--- config.mk ---
export PLATFORM = sky130hd
export DESIGN_NAME = iso_tx_enc
export DESIGN_NICKNAME = d
export VERILOG_FILES = /design/src/rtl/iso_tx_pkg.sv /design/src/rtl/iso_tx_sync.sv /design/src/rtl/iso_tx_edge.sv /design/src/rtl/iso_tx_idle.sv /design/src/rtl/iso_tx_pulse.sv /design/src/rtl/iso_tx_enc.sv
export SDC_FILE = /design/constraint.sdc
export NUM_CORES = 1
export LEC_CHECK = 0
export ABC_AREA = 1
export BUFFER_PORTS_ARGS = -buffer_cell sky130_fd_sc_hd__buf_2
export CELL_PAD_IN_SITES_DETAIL_PLACEMENT = 0
export CELL_PAD_IN_SITES_GLOBAL_PLACEMENT = 1
export CORE_UTILIZATION = 45
export DETAILED_ROUTE_END_ITERATION = 12
export GPL_TIMING_DRIVEN = 0
export PLACE_DENSITY_LB_ADDON = 0.1
export SLEW_MARGIN = 20
export SYNTH_ARGS = -nofsm -noshare
export SYNTH_HDL_FRONTEND = slang
export SYNTH_HIERARCHICAL = 1
export SYNTH_SLANG_ARGS = --single-unit
--- constraint.sdc ---
create_clock -name clk_i -period 3.3 [get_ports clk_i]
set_input_delay 0.33 -clock clk_i [delete_from_list [all_inputs] [get_ports clk_i]]
set_output_delay 0.33 -clock clk_i [all_outputs]
set_load 0.05 [all_outputs]
--- src/rtl/iso_tx_pkg.sv ---
package iso_tx_pkg;

  typedef enum logic {
    POL_CLR = 1'b0,
    POL_SET = 1'b1
  } pol_e;

  typedef struct packed {
    logic vld;
    pol_e pol;
  } trig_t;

endpackage

--- src/rtl/iso_tx_sync.sv ---
module iso_tx_sync #(
  parameter int STAGES = 2
) (
  input  logic clk_i,
  input  logic rst_ni,
  input  logic din_i,
  output logic lvl_o,
  output logic ready_o
);

  localparam int WW = $clog2(STAGES + 1);
  localparam logic [WW-1:0] WARM_END = WW'(STAGES);

  logic [STAGES-1:0] chain_q;
  logic [WW-1:0]     warm_q;

  always_ff @(posedge clk_i or negedge rst_ni) begin
    if (!rst_ni) begin
      chain_q <= '0;
    end else begin
      chain_q[0] <= din_i;
      for (int i = 1; i < STAGES; i++) chain_q[i] <= chain_q[i-1];
    end
  end

  // counts edges until the chain holds sampled data only
  always_ff @(posedge clk_i or negedge rst_ni) begin
    if (!rst_ni)                warm_q <= '0;
    else if (warm_q != WARM_END) warm_q <= warm_q + 1'b1;
  end

  assign lvl_o   = chain_q[STAGES-1];
  assign ready_o = (warm_q == WARM_END);

  generate
    if (STAGES == 2) begin : g_chk2
      p_sync_delay_r1: assert property (@(posedge clk_i) disable iff (!rst_ni)
        ready_o |-> (lvl_o == $past(din_i, 2)));
    end
  endgenerate

endmodule

--- src/rtl/iso_tx_edge.sv ---
module iso_tx_edge (
  input  logic clk_i,
  input  logic rst_ni,
  input  logic lvl_i,
  input  logic ready_i,
  output logic edge_o,
  output logic start_o
);

  logic lvl_q;
  logic started_q;

  always_ff @(posedge clk_i or negedge rst_ni) begin
    if (!rst_ni) begin
      lvl_q     <= 1'b0;
      started_q <= 1'b0;
    end else begin
      lvl_q     <= lvl_i;
      started_q <= ready_i;
    end
  end

  // start-up strobe in the first cycle with valid data; edges only after it
  assign start_o = ready_i && !started_q;
  assign edge_o  = started_q && (lvl_i != lvl_q);

  p_start_once_r7: assert property (@(posedge clk_i) disable iff (!rst_ni)
    start_o |=> !start_o);

  p_edge_change_r2: assert property (@(posedge clk_i) disable iff (!rst_ni)
    edge_o |-> (lvl_i != $past(lvl_i)));

endmodule

--- src/rtl/iso_tx_idle.sv ---
module iso_tx_idle #(
  parameter int REFRESH_CYCLES = 200
) (
  input  logic clk_i,
  input  logic rst_ni,
  input  logic edge_i,
  input  logic start_i,
  output logic refresh_o
);

  localparam int CW = $clog2(REFRESH_CYCLES + 1);
  localparam logic [CW-1:0] CNT_END = CW'(REFRESH_CYCLES);

  logic [CW-1:0] cnt_q;
  logic          any_trig;

  // zero means idle timer not yet armed (before the start-up strobe)
  assign refresh_o = (cnt_q == CNT_END) && !edge_i;
  assign any_trig  = edge_i || start_i || refresh_o;

  always_ff @(posedge clk_i or negedge rst_ni) begin
    if (!rst_ni)                           cnt_q <= '0;
    else if (any_trig)                     cnt_q <= CW'(1);
    else if (cnt_q != '0 && cnt_q != CNT_END) cnt_q <= cnt_q + 1'b1;
  end

  p_cnt_bound_r5: assert property (@(posedge clk_i) disable iff (!rst_ni)
    cnt_q <= CNT_END);

  generate
    if (REFRESH_CYCLES > 1) begin : g_gap
      p_refresh_gap_r6: assert property (@(posedge clk_i) disable iff (!rst_ni)
        refresh_o |-> !$past(edge_i));
    end
  endgenerate

endmodule

--- src/rtl/iso_tx_pulse.sv ---
module iso_tx_pulse
  import iso_tx_pkg::*;
#(
  parameter int PULSE_CYCLES = 1
) (
  input  logic  clk_i,
  input  logic  rst_ni,
  input  trig_t trig_i,
  output logic  set_o,
  output logic  clr_o
);

  localparam int PW = $clog2(PULSE_CYCLES + 1);
  localparam logic [PW-1:0] PULSE_LEN = PW'(PULSE_CYCLES);

  logic [PW-1:0] left_q;
  pol_e          pol_q;
  logic          active;

  always_ff @(posedge clk_i or negedge rst_ni) begin
    if (!rst_ni) begin
      left_q <= '0;
      pol_q  <= POL_CLR;
    end else if (trig_i.vld) begin
      left_q <= PULSE_LEN;
      pol_q  <= trig_i.pol;
    end else if (left_q != '0) begin
      left_q <= left_q - 1'b1;
    end
  end

  assign active = (left_q != '0);
  assign set_o  = active && (pol_q == POL_SET);
  assign clr_o  = active && (pol_q == POL_CLR);

  p_width_bound_r4: assert property (@(posedge clk_i) disable iff (!rst_ni)
    left_q <= PULSE_LEN);

  p_load_full_r4: assert property (@(posedge clk_i) disable iff (!rst_ni)
    trig_i.vld |=> (left_q == PULSE_LEN));

endmodule

--- src/rtl/iso_tx_enc.sv ---
module iso_tx_enc
  import iso_tx_pkg::*;
#(
  parameter int SYNC_STAGES    = 2,
  parameter int PULSE_CYCLES   = 1,
  parameter int REFRESH_CYCLES = 200
) (
  input  logic clk_i,
  input  logic rst_ni,
  input  logic din_i,
  output logic set_o,
  output logic clr_o
);

  logic  lvl;
  logic  ready;
  logic  edge_hit;
  logic  start_hit;
  logic  refresh_hit;
  trig_t trig;

  iso_tx_sync #(.STAGES(SYNC_STAGES)) u_sync (
    .clk_i   (clk_i),
    .rst_ni  (rst_ni),
    .din_i   (din_i),
    .lvl_o   (lvl),
    .ready_o (ready)
  );

  iso_tx_edge u_edge (
    .clk_i   (clk_i),
    .rst_ni  (rst_ni),
    .lvl_i   (lvl),
    .ready_i (ready),
    .edge_o  (edge_hit),
    .start_o (start_hit)
  );

  iso_tx_idle #(.REFRESH_CYCLES(REFRESH_CYCLES)) u_idle (
    .clk_i     (clk_i),
    .rst_ni    (rst_ni),
    .edge_i    (edge_hit),
    .start_i   (start_hit),
    .refresh_o (refresh_hit)
  );

  // every trigger kind carries the present synchronised level as polarity
  assign trig.vld = edge_hit || start_hit || refresh_hit;
  assign trig.pol = lvl ? POL_SET : POL_CLR;

  iso_tx_pulse #(.PULSE_CYCLES(PULSE_CYCLES)) u_pulse (
    .clk_i  (clk_i),
    .rst_ni (rst_ni),
    .trig_i (trig),
    .set_o  (set_o),
    .clr_o  (clr_o)
  );

  p_mutex_r8: assert property (@(posedge clk_i) disable iff (!rst_ni)
    !(set_o && clr_o));

  p_one_trig_r6: assert property (@(posedge clk_i) disable iff (!rst_ni)
    $onehot0({edge_hit, start_hit, refresh_hit}));

  p_set_src_r2: assert property (@(posedge clk_i) disable iff (!rst_ni)
    $rose(set_o) |-> $past(trig.vld && trig.pol == POL_SET));

  p_clr_src_r3: assert property (@(posedge clk_i) disable iff (!rst_ni)
    $rose(clr_o) |-> $past(trig.vld && trig.pol == POL_CLR));

endmodule

Yosys cells after proc, flatten, opt, wreduce, memory -nomap -nowiden
Index checks and enable logic that the tools add are counted.
{"block": "word_totals", "regBits": 16, "inputBits": 3}
{"block": "classes", "mux": 5, "n_eq_ne": 5, "bitwise": 1, "reduce_logical": 12, "addsub": 3}
{"operator": "$mux W8", "n": 2}
{"operator": "$add A8 B1 Y8 const B", "n": 1}
{"operator": "$eq A8 B8 Y1 const B", "n": 1}
{"operator": "$ne A8 B8 Y1 const B", "n": 1}
{"operator": "$reduce_bool A8 Y1", "n": 1}
{"operator": "$logic_and A1 B1 Y1", "n": 6}
{"operator": "$mux W1", "n": 3}
{"operator": "$add A2 B1 Y2 const B", "n": 1}
{"operator": "$eq A2 B2 Y1 const B", "n": 1}
{"operator": "$logic_not A1 Y1", "n": 2}
{"operator": "$logic_or A1 B1 Y1", "n": 2}
{"operator": "$ne A2 B2 Y1 const B", "n": 1}
{"operator": "$reduce_bool A2 Y1", "n": 1}
{"operator": "$ne A1 B1 Y1", "n": 1}
{"operator": "$not A1 Y1", "n": 1}
{"operator": "$sub A1 B1 Y1 const B", "n": 1}

Logic depth before layout (Yosys ltp)
{"block": "depth", "depth_word": 6, "ltp_mapped": 11}

Cells and area by module
The synthesis kept the hierarchy.
{"module": "iso_tx_idle", "instances": 1, "cells_each": 75, "seq_area_each_um2": 200.2, "area_per_inst_um2": 519.2}
{"module": "iso_tx_sync", "instances": 1, "cells_each": 13, "seq_area_each_um2": 100.1, "area_per_inst_um2": 152.6}
{"module": "iso_tx_pulse", "instances": 1, "cells_each": 10, "seq_area_each_um2": 50.0, "area_per_inst_um2": 80.1}
{"module": "iso_tx_edge", "instances": 1, "cells_each": 8, "seq_area_each_um2": 50.0, "area_per_inst_um2": 72.6}
{"module": "iso_tx_enc", "instances": 1, "cells_each": 3, "seq_area_each_um2": 0.0, "area_per_inst_um2": 11.3}

Least setup slack after synthesis
No wires, ideal clock.
{"block": "synth_timing", "kind": "reg-to-output", "startpoint": "register u_pulse.pol_q", "endpoint": "output port clr_o", "path_stages_with_launch": 2, "arrival_ps": 1035, "setup_slack_ps": 1935, "path_buffers": 0, "required_time_ps": 2970, "path_cell_list": "dfrtp_1 nor2_1"}
{"block": "synth_between", "elab_chain_len": 2}
{"item": "start, declared", "line_no": "iso_tx_pulse.sv:17", "rtl": "pol_e pol_q;"}
{"item": "start signal, assigned", "line_no": "iso_tx_pulse.sv:26", "rtl": "pol_q <= trig_i.pol;"}
{"item": "$not A1 Y1", "line_no": "iso_tx_pulse.sv:34", "rtl": "assign clr_o = active && (pol_q == POL_CLR);"}
{"item": "$logic_and A1 B1 Y1", "line_no": "iso_tx_pulse.sv:34"}
{"item": "end, declared", "line_no": "iso_tx_enc.sv:12", "rtl": "output logic clr_o"}
No other way between the ends.

==> metrics <==
status finished, final reports clean; placed cell count 138; first-pass GRT wire length 2160 um; Worst Path Max Fanout 4; min-delay src din_i; gp weighted congestion 0.765; Max Clock Skew 0.00218 ns; cells after synthesis 109; setup violators final 0; mean post-synth cell area 7.67 um^2; row count 15; vias per inst 4.27; Tcrit/Tclk final 41.8%; Yosys warning total 6; total gr overflow 0; IO Port Bufs 4; Leak 0.000550 uW; Worst setup SP type flop; Vias 610; Worst R2R End u_pulse/pol_q; Max IR drop VDD 352 uV; largest net degree at the start of global routing 17; endpoint class of the critical path flop; post-route ant nets 0; I/O pin count 5; share of the synthesized area in the top cell type 47.9%; Detailed Place HPWL 957 um; most frequent cells after synthesis 29 x nand2_1, 21 x inv_1, 16 x dfrtp_1, 16 x nor2_1, 6 x nand3_1; Non-Filler Instances 143; DRT iter0 DRCs 5; reg2reg path depth 11; Yosys reg bits 16; Clock Tree Buf Depth 2; area leader, netlist dfrtp_1; RR Startpoint u_idle/cnt_q[0]; Fillers 180; min cycle time layout 1.38 ns; Die ar. 2030 um^2; Post-CTS Setup Repair Bufs 0; initial antenna violation count 0; Core Region 1730 um^2; register area 400 um^2; slew margin rel. 75.8%; Post-Route Utilization 54.1%; synth unique cells 16; DR pass1 iterations 4; RSZ-0062 raised after global routing no; Synth Flop Type dfrtp_1; Sink Count 16; Worst Hold Depth 1; GRT Total Usage 15.4%; syn_nets 116; CTS tree built; initial core utilization 48.4%; # DRC 0; Max Slew Vio Count 0; wire length per cell 8.99 um; ys async rst share 100%; Fin. Hold Viols 0; fmax 724 MHz; share of layout cells above drive strength 1 14.4%; Die Ht 45.1 um; fin nets 126; clock root buffer clkbuf_4; P&R area growth vs syn 11.7%; vias in the first global route 519; drt total wl 1290 um; slack of the worst reg-to-reg path 1.92 ns; Skew-Pair Late Insertion Delay 0.28 ns; setup slack at placement 1.94 ns; CP arrival 1.56 ns; most common cell in the netlist nand2_1; Sum Neg Setup Slack 0 ns; Die Wd 45.1 um; Hold Path End u_sync/chain_q[0]; fin worst setup slack 1.92 ns; total power per unit cell area 484 nW/um^2; CP required 3.48 ns; slew of the pin with the lowest slew margin 0.363 ns; CTS Buf Count 3; n_diodes 0; CP Class reg -> reg; synth top area cells dfrtp_1 48%, nand2_1 13%, inv_1 9.4%; H-tree Lvls 1; Cell Area, Synth 836 um^2; Post-synth EDFFs 0; sequential-to-total area share from yosys stat 47.9%; clk slew on worst S/H paths 0.09 ns; area taken by multi-input logic gates 345 um^2; HP Class in -> reg; Max Cap Viol 0; hold slack 0.156 ns
## per-stage QoR
stage / power [uW] / area (um^2)
after floorplan: 309 / 836
after global placement: 329 / 887
after detailed placement: 331 / 887
after CTS: 460 / 933
after global routing: 485 / 933
final: 452 / 933
## sequential cells by signal, summed over array words and instances (netlist names)
name,count
u_pulse/pol_q,1
u_pulse/active,1
u_edge/started_q,1
u_sync/warm_q,2
u_sync/chain_q,2
u_edge/lvl_q,1
u_idle/cnt_q,8
## layout make-up
class                      instances  area share (%)
multi-input combinational         69            37.0
tap                               25            3.35
inverter                          24            9.65
sequential                        16            42.9
timing repair buffer               5            3.22
clock buffer                       4            3.89
## worst max-delay path, stage by stage, from the launching register on
cell	delay [ns]
dfrtp_1	0.42
inv_1	0.09
ha_1	0.20
nand3_2	0.10
inv_1	0.06
nand2_1	0.06
nor2_1	0.08
inv_1	0.04
nand2_1	0.09
inv_1	0.05
nand2_1	0.05
nand2_1	0.04
## cell families after synthesis
group	synth area share [%]
simple gates	30.8
buf+inv	10.8
compound gates	2.39
fa+ha+maj	5.99
xor+xnor	2.10
flops	47.9
## metal layers
metal	wire [um]	global-route usage [%]
met3	25	3.60
met4	10	7.27
met1	709	22.3
met5	0	0
met2	540	21.7
## report_power, final
part           switching, uW  internal, uW  total, uW  leakage, uW
clock                   58.1          67.0        125    0.0000210
combinational           62.3          35.8       98.2     0.000332
sequential              16.1           212        228     0.000197
## worst max path at each step
stage                     start              end  cells past startpoint
2_1_floorplan     u_pulse/pol_q            clr_o                      1
3_5_place_dp   u_sync/warm_q[0]  u_idle/cnt_q[0]                      8
6_report        u_idle/cnt_q[0]    u_pulse/pol_q                     11
5_1_grt         u_idle/cnt_q[0]    u_pulse/pol_q                     11
4_1_cts           u_pulse/pol_q            clr_o                      2
3_3_place_gp   u_sync/warm_q[0]  u_idle/cnt_q[0]                      8
## layout by cell type, fill, tap and decap left out
cell type	count
xor2_1	2
inv_2	3
inv_1	21
ha_1	4
dfrtp_1	16
o21ai_1	2
nand3_2	1
nand2_1	29
clkbuf_4	3
buf_2	4
nand3_1	6
nor2_1	16
dlygate4sd3_1	1
o21ai_0	1
nand2_2	1
nand4_1	2
clkbuf_8	1
a21oi_1	1
nor2_2	3
nor2_4	1
## repair_timing
item | 4_1_cts | 5_1_grt
gates resized for setup | 0 | 0
endpoints found under the hold margin | 16 | 0
hold buffers | 1 | 0
No activity file was read; power rests on OpenSTA's default activity.
